--- src/rtl/ibrk_pkg.sv ---
package ibrk_pkg;
  localparam int REG_AW = 4;

  localparam logic [REG_AW-1:0] OFS_C0_CTRL  = 4'd0;
  localparam logic [REG_AW-1:0] OFS_C0_ADDR  = 4'd1;
  localparam logic [REG_AW-1:0] OFS_C0_MASK  = 4'd2;
  localparam logic [REG_AW-1:0] OFS_C1_CTRL  = 4'd3;
  localparam logic [REG_AW-1:0] OFS_C1_ADDR  = 4'd4;
  localparam logic [REG_AW-1:0] OFS_C1_MASK  = 4'd5;
  localparam logic [REG_AW-1:0] OFS_C1_DATA  = 4'd6;
  localparam logic [REG_AW-1:0] OFS_C1_DMASK = 4'd7;
  localparam logic [REG_AW-1:0] OFS_C1_COUNT = 4'd8;
  localparam logic [REG_AW-1:0] OFS_MODE     = 4'd9;
  localparam logic [REG_AW-1:0] OFS_STATUS   = 4'd10;

  typedef enum logic {
    MODE_INDEP = 1'b0,
    MODE_CHAIN = 1'b1
  } brk_mode_e;
endpackage

--- src/rtl/ibrk_cfg_regs.sv ---
module ibrk_cfg_regs
  import ibrk_pkg::*;
#(
  parameter int ADDR_W = 32,
  parameter int ASID_W = 8,
  parameter int DATA_W = 32,
  parameter int CNT_W  = 12,
  parameter int NCH    = 2
) (
  input  logic                 clk,
  input  logic                 rst_n,
  input  logic                 wr_en,
  input  logic [REG_AW-1:0]    wr_addr,
  input  logic [31:0]          wr_data,
  output logic                 c0_en,
  output logic                 c0_asid_en,
  output logic [ASID_W-1:0]    c0_asid,
  output logic [ADDR_W-1:0]    c0_addr,
  output logic [ADDR_W-1:0]    c0_amask,
  output logic                 c1_en,
  output logic                 c1_asid_en,
  output logic                 c1_data_en,
  output logic                 c1_cnt_en,
  output logic [ASID_W-1:0]    c1_asid,
  output logic [ADDR_W-1:0]    c1_addr,
  output logic [ADDR_W-1:0]    c1_amask,
  output logic [DATA_W-1:0]    c1_data,
  output logic [DATA_W-1:0]    c1_dmask,
  output logic                 cnt_load,
  output logic [CNT_W-1:0]     cnt_value,
  output brk_mode_e            mode,
  output logic                 settings_wr,
  output logic [NCH-1:0]       stat_clr
);
  localparam int ASID_LO = 8;

  assign settings_wr = wr_en && (wr_addr <= OFS_MODE);
  assign cnt_load    = wr_en && (wr_addr == OFS_C1_COUNT);
  assign cnt_value   = wr_data[CNT_W-1:0];
  assign stat_clr    = (wr_en && (wr_addr == OFS_STATUS)) ? wr_data[NCH-1:0] : '0;

  always_ff @(posedge clk or negedge rst_n) begin
    if (!rst_n) begin
      c0_en <= 1'b0; c0_asid_en <= 1'b0; c0_asid <= '0;
      c0_addr <= '0; c0_amask <= '0;
      c1_en <= 1'b0; c1_asid_en <= 1'b0; c1_data_en <= 1'b0; c1_cnt_en <= 1'b0;
      c1_asid <= '0; c1_addr <= '0; c1_amask <= '0; c1_data <= '0; c1_dmask <= '0;
      mode <= MODE_INDEP;
    end else if (wr_en) begin
      case (wr_addr)
        OFS_C0_CTRL: begin
          c0_en      <= wr_data[0];
          c0_asid_en <= wr_data[1];
          c0_asid    <= wr_data[ASID_LO +: ASID_W];
        end
        OFS_C0_ADDR:  c0_addr  <= wr_data[ADDR_W-1:0];
        OFS_C0_MASK:  c0_amask <= wr_data[ADDR_W-1:0];
        OFS_C1_CTRL: begin
          c1_en      <= wr_data[0];
          c1_asid_en <= wr_data[1];
          c1_data_en <= wr_data[2];
          c1_cnt_en  <= wr_data[3];
          c1_asid    <= wr_data[ASID_LO +: ASID_W];
        end
        OFS_C1_ADDR:  c1_addr  <= wr_data[ADDR_W-1:0];
        OFS_C1_MASK:  c1_amask <= wr_data[ADDR_W-1:0];
        OFS_C1_DATA:  c1_data  <= wr_data[DATA_W-1:0];
        OFS_C1_DMASK: c1_dmask <= wr_data[DATA_W-1:0];
        OFS_MODE:     mode     <= brk_mode_e'(wr_data[0]);
        default: ;
      endcase
    end
  end
endmodule

--- src/rtl/ibrk_match.sv ---
module ibrk_match #(
  parameter int ADDR_W = 32,
  parameter int ASID_W = 8,
  parameter int DATA_W = 32
) (
  input  logic              valid,
  input  logic [ADDR_W-1:0] addr,
  input  logic [ASID_W-1:0] asid,
  input  logic [DATA_W-1:0] data,
  input  logic              en,
  input  logic              asid_en,
  input  logic              data_en,
  input  logic [ADDR_W-1:0] cmp_addr,
  input  logic [ADDR_W-1:0] cmp_amask,
  input  logic [ASID_W-1:0] cmp_asid,
  input  logic [DATA_W-1:0] cmp_data,
  input  logic [DATA_W-1:0] cmp_dmask,
  output logic              hit
);
  localparam logic [ADDR_W-1:0] LSB_ONLY = ADDR_W'(1);

  logic [ADDR_W-1:0] care_a;
  logic addr_ok, asid_ok, data_ok;

  // Bit 0 is never maskable: an odd compare address cannot meet an even fetch.
  assign care_a  = ~(cmp_amask & ~LSB_ONLY);
  assign addr_ok = (((addr ^ cmp_addr) & care_a) == '0);
  assign asid_ok = !asid_en || (asid == cmp_asid);
  assign data_ok = !data_en || (((data ^ cmp_data) & ~cmp_dmask) == '0);
  assign hit     = valid && en && addr_ok && asid_ok && data_ok;
endmodule

--- src/rtl/ibrk_seq_ctrl.sv ---
module ibrk_seq_ctrl
  import ibrk_pkg::*;
#(
  parameter int CNT_W = 12,
  parameter int NCH   = 2
) (
  input  logic             clk,
  input  logic             rst_n,
  input  brk_mode_e        mode,
  input  logic             c0_fetch_hit,
  input  logic             c0_commit_hit,
  input  logic             c1_hit,
  input  logic             cnt_en,
  input  logic             cnt_load,
  input  logic [CNT_W-1:0] cnt_value,
  input  logic             settings_wr,
  input  logic [NCH-1:0]   stat_clr,
  output logic [NCH-1:0]   fire,
  output logic             brk_req,
  output logic [NCH-1:0]   status
);
  localparam logic [CNT_W-1:0] CNT_ONE = CNT_W'(1);

  logic             armed_q;
  logic [CNT_W-1:0] cnt_q;
  logic             chained, c1_qual, count_ok;

  assign chained  = (mode == MODE_CHAIN);
  assign c1_qual  = c1_hit && (!chained || armed_q);
  assign count_ok = !cnt_en || (cnt_q <= CNT_ONE);
  assign fire[0]  = c0_fetch_hit && !chained;
  assign fire[1]  = c1_qual && count_ok;
  assign brk_req  = |fire;

  always_ff @(posedge clk or negedge rst_n) begin
    if (!rst_n)                          armed_q <= 1'b0;
    else if (settings_wr)                armed_q <= 1'b0;
    else if (chained && c0_commit_hit)   armed_q <= 1'b1;
    else if (fire[1])                    armed_q <= 1'b0;
  end

  always_ff @(posedge clk or negedge rst_n) begin
    if (!rst_n)                                      cnt_q <= '0;
    else if (cnt_load)                               cnt_q <= cnt_value;
    else if (c1_qual && cnt_en && (cnt_q != '0))     cnt_q <= cnt_q - CNT_ONE;
  end

  for (genvar i = 0; i < NCH; i++) begin : g_stat
    always_ff @(posedge clk or negedge rst_n) begin
      if (!rst_n)           status[i] <= 1'b0;
      else if (fire[i])     status[i] <= 1'b1;
      else if (stat_clr[i]) status[i] <= 1'b0;
    end

    p_status_cause_r10: assert property (@(posedge clk) disable iff (!rst_n)
      $rose(status[i]) |-> $past(fire[i]));
  end

  p_arm_from_commit_r6: assert property (@(posedge clk) disable iff (!rst_n)
    $rose(armed_q) |-> $past(c0_commit_hit && chained));

  p_settings_disarm_r7: assert property (@(posedge clk) disable iff (!rst_n)
    settings_wr |=> !armed_q);

  p_count_step_r9: assert property (@(posedge clk) disable iff (!rst_n)
    (c1_qual && cnt_en && (cnt_q > CNT_ONE) && !cnt_load) |=> (cnt_q == $past(cnt_q) - CNT_ONE));
endmodule

--- src/rtl/ifetch_break_unit.sv ---
module ifetch_break_unit
  import ibrk_pkg::*;
#(
  parameter int ADDR_W = 32,
  parameter int ASID_W = 8,
  parameter int DATA_W = 32,
  parameter int CNT_W  = 12
) (
  input  logic              clk,
  input  logic              rst_n,
  input  logic              cfg_wr_en,
  input  logic [3:0]        cfg_addr,
  input  logic [31:0]       cfg_wdata,
  input  logic              fetch_valid,
  input  logic [ADDR_W-1:0] fetch_addr,
  input  logic [ASID_W-1:0] fetch_asid,
  input  logic [DATA_W-1:0] fetch_data,
  input  logic              commit_valid,
  input  logic [ADDR_W-1:0] commit_addr,
  input  logic [ASID_W-1:0] commit_asid,
  output logic [1:0]        ch_match,
  output logic              brk_req,
  output logic [1:0]        brk_status
);
  localparam int NCH = 2;

  logic              c0_en, c0_asid_en, c1_en, c1_asid_en, c1_data_en, c1_cnt_en;
  logic [ASID_W-1:0] c0_asid, c1_asid;
  logic [ADDR_W-1:0] c0_addr, c0_amask, c1_addr, c1_amask;
  logic [DATA_W-1:0] c1_data, c1_dmask;
  logic              cnt_load, settings_wr;
  logic [CNT_W-1:0]  cnt_value;
  brk_mode_e         mode;
  logic [NCH-1:0]    stat_clr, fire;
  logic              c0_fetch_hit, c0_commit_hit, c1_hit;

  ibrk_cfg_regs #(.ADDR_W(ADDR_W), .ASID_W(ASID_W), .DATA_W(DATA_W),
                  .CNT_W(CNT_W), .NCH(NCH)) u_regs (
    .clk(clk), .rst_n(rst_n), .wr_en(cfg_wr_en), .wr_addr(cfg_addr), .wr_data(cfg_wdata),
    .c0_en(c0_en), .c0_asid_en(c0_asid_en), .c0_asid(c0_asid), .c0_addr(c0_addr),
    .c0_amask(c0_amask), .c1_en(c1_en), .c1_asid_en(c1_asid_en), .c1_data_en(c1_data_en),
    .c1_cnt_en(c1_cnt_en), .c1_asid(c1_asid), .c1_addr(c1_addr), .c1_amask(c1_amask),
    .c1_data(c1_data), .c1_dmask(c1_dmask), .cnt_load(cnt_load), .cnt_value(cnt_value),
    .mode(mode), .settings_wr(settings_wr), .stat_clr(stat_clr)
  );

  ibrk_match #(.ADDR_W(ADDR_W), .ASID_W(ASID_W), .DATA_W(DATA_W)) u_c0_fetch (
    .valid(fetch_valid), .addr(fetch_addr), .asid(fetch_asid), .data(fetch_data),
    .en(c0_en), .asid_en(c0_asid_en), .data_en(1'b0), .cmp_addr(c0_addr),
    .cmp_amask(c0_amask), .cmp_asid(c0_asid), .cmp_data('0), .cmp_dmask('0),
    .hit(c0_fetch_hit)
  );

  ibrk_match #(.ADDR_W(ADDR_W), .ASID_W(ASID_W), .DATA_W(DATA_W)) u_c0_commit (
    .valid(commit_valid), .addr(commit_addr), .asid(commit_asid), .data('0),
    .en(c0_en), .asid_en(c0_asid_en), .data_en(1'b0), .cmp_addr(c0_addr),
    .cmp_amask(c0_amask), .cmp_asid(c0_asid), .cmp_data('0), .cmp_dmask('0),
    .hit(c0_commit_hit)
  );

  ibrk_match #(.ADDR_W(ADDR_W), .ASID_W(ASID_W), .DATA_W(DATA_W)) u_c1_fetch (
    .valid(fetch_valid), .addr(fetch_addr), .asid(fetch_asid), .data(fetch_data),
    .en(c1_en), .asid_en(c1_asid_en), .data_en(c1_data_en), .cmp_addr(c1_addr),
    .cmp_amask(c1_amask), .cmp_asid(c1_asid), .cmp_data(c1_data), .cmp_dmask(c1_dmask),
    .hit(c1_hit)
  );

  ibrk_seq_ctrl #(.CNT_W(CNT_W), .NCH(NCH)) u_seq (
    .clk(clk), .rst_n(rst_n), .mode(mode), .c0_fetch_hit(c0_fetch_hit),
    .c0_commit_hit(c0_commit_hit), .c1_hit(c1_hit), .cnt_en(c1_cnt_en),
    .cnt_load(cnt_load), .cnt_value(cnt_value), .settings_wr(settings_wr),
    .stat_clr(stat_clr), .fire(fire), .brk_req(brk_req), .status(brk_status)
  );

  assign ch_match = {c1_hit, c0_fetch_hit};

  p_brk_on_fetch_r5: assert property (@(posedge clk) disable iff (!rst_n)
    brk_req |-> fetch_valid);

  p_gate_c0_r11: assert property (@(posedge clk) disable iff (!rst_n)
    ch_match[0] |-> c0_en);

  p_gate_c1_r11: assert property (@(posedge clk) disable iff (!rst_n)
    ch_match[1] |-> c1_en);
endmodule

--- config.mk ---
export PLATFORM = sky130hd
export DESIGN_NAME = ifetch_break_unit
export DESIGN_NICKNAME = d
export VERILOG_FILES = /design/src/rtl/ibrk_pkg.sv /design/src/rtl/ibrk_cfg_regs.sv /design/src/rtl/ibrk_match.sv /design/src/rtl/ibrk_seq_ctrl.sv /design/src/rtl/ifetch_break_unit.sv
export SDC_FILE = /design/constraint.sdc
export NUM_CORES = 1
export LEC_CHECK = 0
export CAP_MARGIN = 40
export CORE_MARGIN = 8
export CORE_UTILIZATION = 45
export DETAILED_ROUTE_END_ITERATION = 7
export GPL_TIMING_DRIVEN = 0
export PLACE_DENSITY = 0.77
export RECOVER_POWER = 25
export SYNTH_ARGS = -nofsm -noshare
export SYNTH_HDL_FRONTEND = slang
export SYNTH_HIERARCHICAL = 1
export SYNTH_SLANG_ARGS = --single-unit
--- constraint.sdc ---
create_clock -name clk -period 3.55 [get_ports clk]
set_input_delay 0.71 -clock clk [delete_from_list [all_inputs] [get_ports clk]]
set_output_delay 0.71 -clock clk [all_outputs]
set_load 0.1 [all_outputs]
==> summary by stage, run 1 <==
Clocking
TritonCTS created 25 clock buffers. The tree is rooted in a sky130_fd_sc_hd__clkbuf_16. The clock drives 228 sinks. The count of hold-fix buffers inserted at cts is 0. The post-CTS clock slew at the launch and capture registers of the worst setup and hold paths is 0.06 ns. TritonCTS built the clock tree. The clock reaches the later pin of the worst-skew pair after 0.51 ns. The maximum level of the CTS H-tree is 1. The maximum root-to-sink buffer count is 3.

GRT
The number of global-route vias before repair is 9168. The number of antenna violations at the first check in global routing was 1. The first global-routing pass estimated 50900 um of wire.

Entering global routing, the biggest net connects 83 pins. In the global route stage, overall resource usage came out at 0.206. The global route total overflow is 0.

Die
The row count is 59. The floorplan step defined a die boundary enclosing 32000 um2. The starting density of the core is 0.458. The die outline width is 179 um.

In this run the vertical extent of the chip is 179 um. The core box area is 26100 um2. For this design the top-level I/O count stands at 158.

Critical path
In this run the worst path has a maximum fanout of 4. The combined buffer and inverter count along the critical path is 2. The worst endpoint required time is 2.84 ns.

Tracing the worst setup path back leads to its startpoint at fetch_data[26]. The launch instance of the worst register-to-register path is u_regs/c1_data[25]$_DFFE_PN0P_. The category of the worst setup path capture point is a primary output. Walking the worst path, the cells encountered are clkdlybuf4s50_1 > xnor2_1 > o22ai_1 > nor4_2 > nand4_1 > a211oi_4 > nand3_2 > nand2_2 > buf_12.

In this design, the stage delay of the slowest critical-path cell is 0.57 ns. Among all stages on the critical path, the largest delay is contributed by sky130_fd_sc_hd__clkdlybuf4s50_1. The worst setup path is of the in2out kind. The worst setup path is launched from an input port.

For the worst setup path, the data arrival time is 2.80 ns. Among cell families on the critical path, the largest total delay comes from buffers and inverters.

STA
At the pin with the least slew margin, the transition time is 1.70 ns. The count of endpoints failing hold in the final timing report is 0. Timing would allow up to 285 MHz.

The total negative slack is 0 ns. The final count of pins violating max slew came to 69. The post-layout minimum cycle time is 3.51 ns.

Setup violations remaining at the end of the flow were counted as 0. The final worst clock skew is 0.00859 ns. Final hold analysis gives a worst-case slack of 0.465 ns.

Dividing the final minimum period by the clock period gives 0.989. Headroom to the max-slew limit came out at -0.133.

Yosys
After synthesis, the mean cell area works out to 12.4 um2. The number of synthesis warnings is 6. After synthesis the cells add up to 11900 um2. The number of instances in the synthesized netlist is 960.

Pwr
The share of total power dissipated in the clock network is 0.323. Of the total power, registers draw 0.431. The share of total power dissipated in combinational logic is 0.245.

The total net switching power is 2.43 mW. The maximum ir drop on the vdd rail is 0.312 mV. For this design the ratio of total power to cell area is 546 nW/um2.

Of the total power, the share spent switching nets is 0.284. The power after layout is 8.56 mW. The internal power of the cells totals 6.13 mW. In this run the static leakage power is 6.70 nW.

Finish
Relative to the synthesized area, the layout overhead comes to 31.3%. Summing all multi-input logic gate instances after layout gives 6710 um2. The final cell count without fillers is 1662. Of the cells placed in the final design, the portion with a size suffix greater than 1 is 0.217. The count of filler cells inserted in the layout is 2065.

The sequential cells in the finished layout cover a total of 5710 um2. The net count of the finished layout is 1464. The area of all placed cells without fillers is 15700 um2.

Place
In this run, placement finished with an instance count of 1618. Summed over all nets, the half-perimeter wirelength after detailed placement is 24700 um. The total of buffers placed on input and output ports is 155. Routability-driven placement finished with a final weighted congestion of 0.862.

The post-placement cell area is 14700 um2.

Drt
The length of the first detailed-routing pass in iterations is 5. In this run the remaining antenna-violating nets after routing total 0. For this run, design rule violations remaining after detail routing come to 0. The DRC violation total after the first TritonRoute iteration is 580. The vias per cell is 5.23.

The routed wirelength normalized by instance count is 19.9 um. After detailed routing, the total wire length is 33100 um. The total via count in the routed design is 8696.

Job
Across the run, the number of max-cap violations was 1.

Hold path
In this run the most critical hold path is launched from cfg_wdata[0]. The path class of the tightest hold or removal check is in2reg.

Outcome
The final reports fail on max-capacitance violations, max-slew violations. The run finished, with violations left.
## flip-flops by register name, summed over array words and instances, names as in the netlist, 2 cells and up
register / count
u_regs/c1_dmask: 32
u_seq/status: 2
u_regs/c1_data: 32
u_regs/c1_asid: 8
u_regs/c1_amask: 31
u_regs/c0_asid: 8
u_regs/c0_addr: 32
u_regs/c1_addr: 32
u_regs/c0_amask: 31
u_seq/cnt_q: 12
## final cells by class
cell class / count / area share
timing repair buffer: 160 / 0.107
antenna: 1 / 0.000160
sequential: 228 / 0.364
buffer: 39 / 0.0160
clock inverter: 12 / 0.0104
clock buffer: 33 / 0.0463
multi-input combinational: 848 / 0.428
inverter: 6 / 0.00144
tap: 335 / 0.0267
## metal layers
layer / GRT usage / share of wire
met1: 0.263 / 0.42
met2: 0.354 / 0.50
met3: 0.0265 / 0.048
met4: 0.0751 / 0.032
met5: 0 / 0.00039
## worst reg2reg max path: stages (launching register included)
cell                       delay [ns]
sky130_fd_sc_hd__dfrtp_1         0.40
sky130_fd_sc_hd__xnor2_2         0.19
sky130_fd_sc_hd__o22ai_1         0.15
sky130_fd_sc_hd__nor4_4          0.41
sky130_fd_sc_hd__nand4_1         0.22
sky130_fd_sc_hd__a211oi_4        0.41
sky130_fd_sc_hd__and2_1          0.26
sky130_fd_sc_hd__nand4_1         0.28
sky130_fd_sc_hd__or4_1           0.54
sky130_fd_sc_hd__a31oi_1         0.18
## final timing paths
kind / end / slack, ns / depth (start not counted)
max: brk_req / 0.04 / 9
min: u_seq/cnt_q[0]$_DFFE_PN0P_ / 0.47 / 3
max reg2reg: u_seq/cnt_q[5]$_DFFE_PN0P_ / 0.44 / 9
min reg2reg: u_regs/c1_amask[6]$_DFFE_PN0P_ / 0.49 / 1
max in group asynchronous: u_regs/c0_amask[20]$_DFFE_PN0P_ / 0.68 / 3
min in group asynchronous: u_regs/c0_amask[28]$_DFFE_PN0P_ / 0.62 / 1
## what timing repair did
item / 4_1_cts / 5_1_grt
gates resized for setup: 37 / 31
pin swaps: 13 / 10
gates cloned: 0 / 0
buffers inserted: 1 / 0
endpoints found under the setup margin: 6 / 2
## cells in the final DEF (no fill, tap or decap), drive strengths merged, types with 2 or more instances in the layout
cell and n:
dfrtp 228, xnor2 216, mux2 213, conb 162, clkdlybuf4s50 111, o22ai 93
buf 42, clkbuf 39, nor2 37, dlymetal6s2s 23, nand4 18, nor4 18
dlygate4sd2 17, a31oi 11, o21ai 11, or4 10, clkinv 8, nand2 7
nand2b 6, inv 6, and2 5, or3 5, bufinv 4, o31ai 4
nand3 4, a211oi 4, nand3b 3, o41ai 3, ha 3, o2111ai 3
nor3 2, and3 2, a21oi 2
## power groups by stage
stage	combinational [mW]	sequential (mW)	clock, mW
5_1_grt	2.26	3.78	2.92
3_5_place_dp	2.01	3.72	0
4_1_cts	2.06	3.69	2.81
2_1_floorplan	1.38	3.63	0
6_report	2.10	3.69	2.77
3_3_place_gp	1.92	3.68	0
## through the flow
| stage | util | setup slack [ns] |
|---|---|---|
| final | 0.602 | 0.0387 |
| after global routing | 0.602 | -0.00324 |
| after CTS | 0.599 | -0.0476 |
| after detailed placement | 0.562 | -0.910 |
| after global placement | 0.557 | -7.77 |
| after floorplan | - | 0.468 |
Note: power is estimated with default switching activity, not from simulation.
==> run 2, diff against run 1 <==
--- a/config.mk
+++ b/config.mk
@@ -16,3 +16,4 @@
 export SYNTH_HDL_FRONTEND = slang
 export SYNTH_HIERARCHICAL = 1
 export SYNTH_SLANG_ARGS = --single-unit
+export TNS_END_PERCENT = 100
==> results of run 2 <==
Final layout, timing and power as in run 1 (identical DEF).
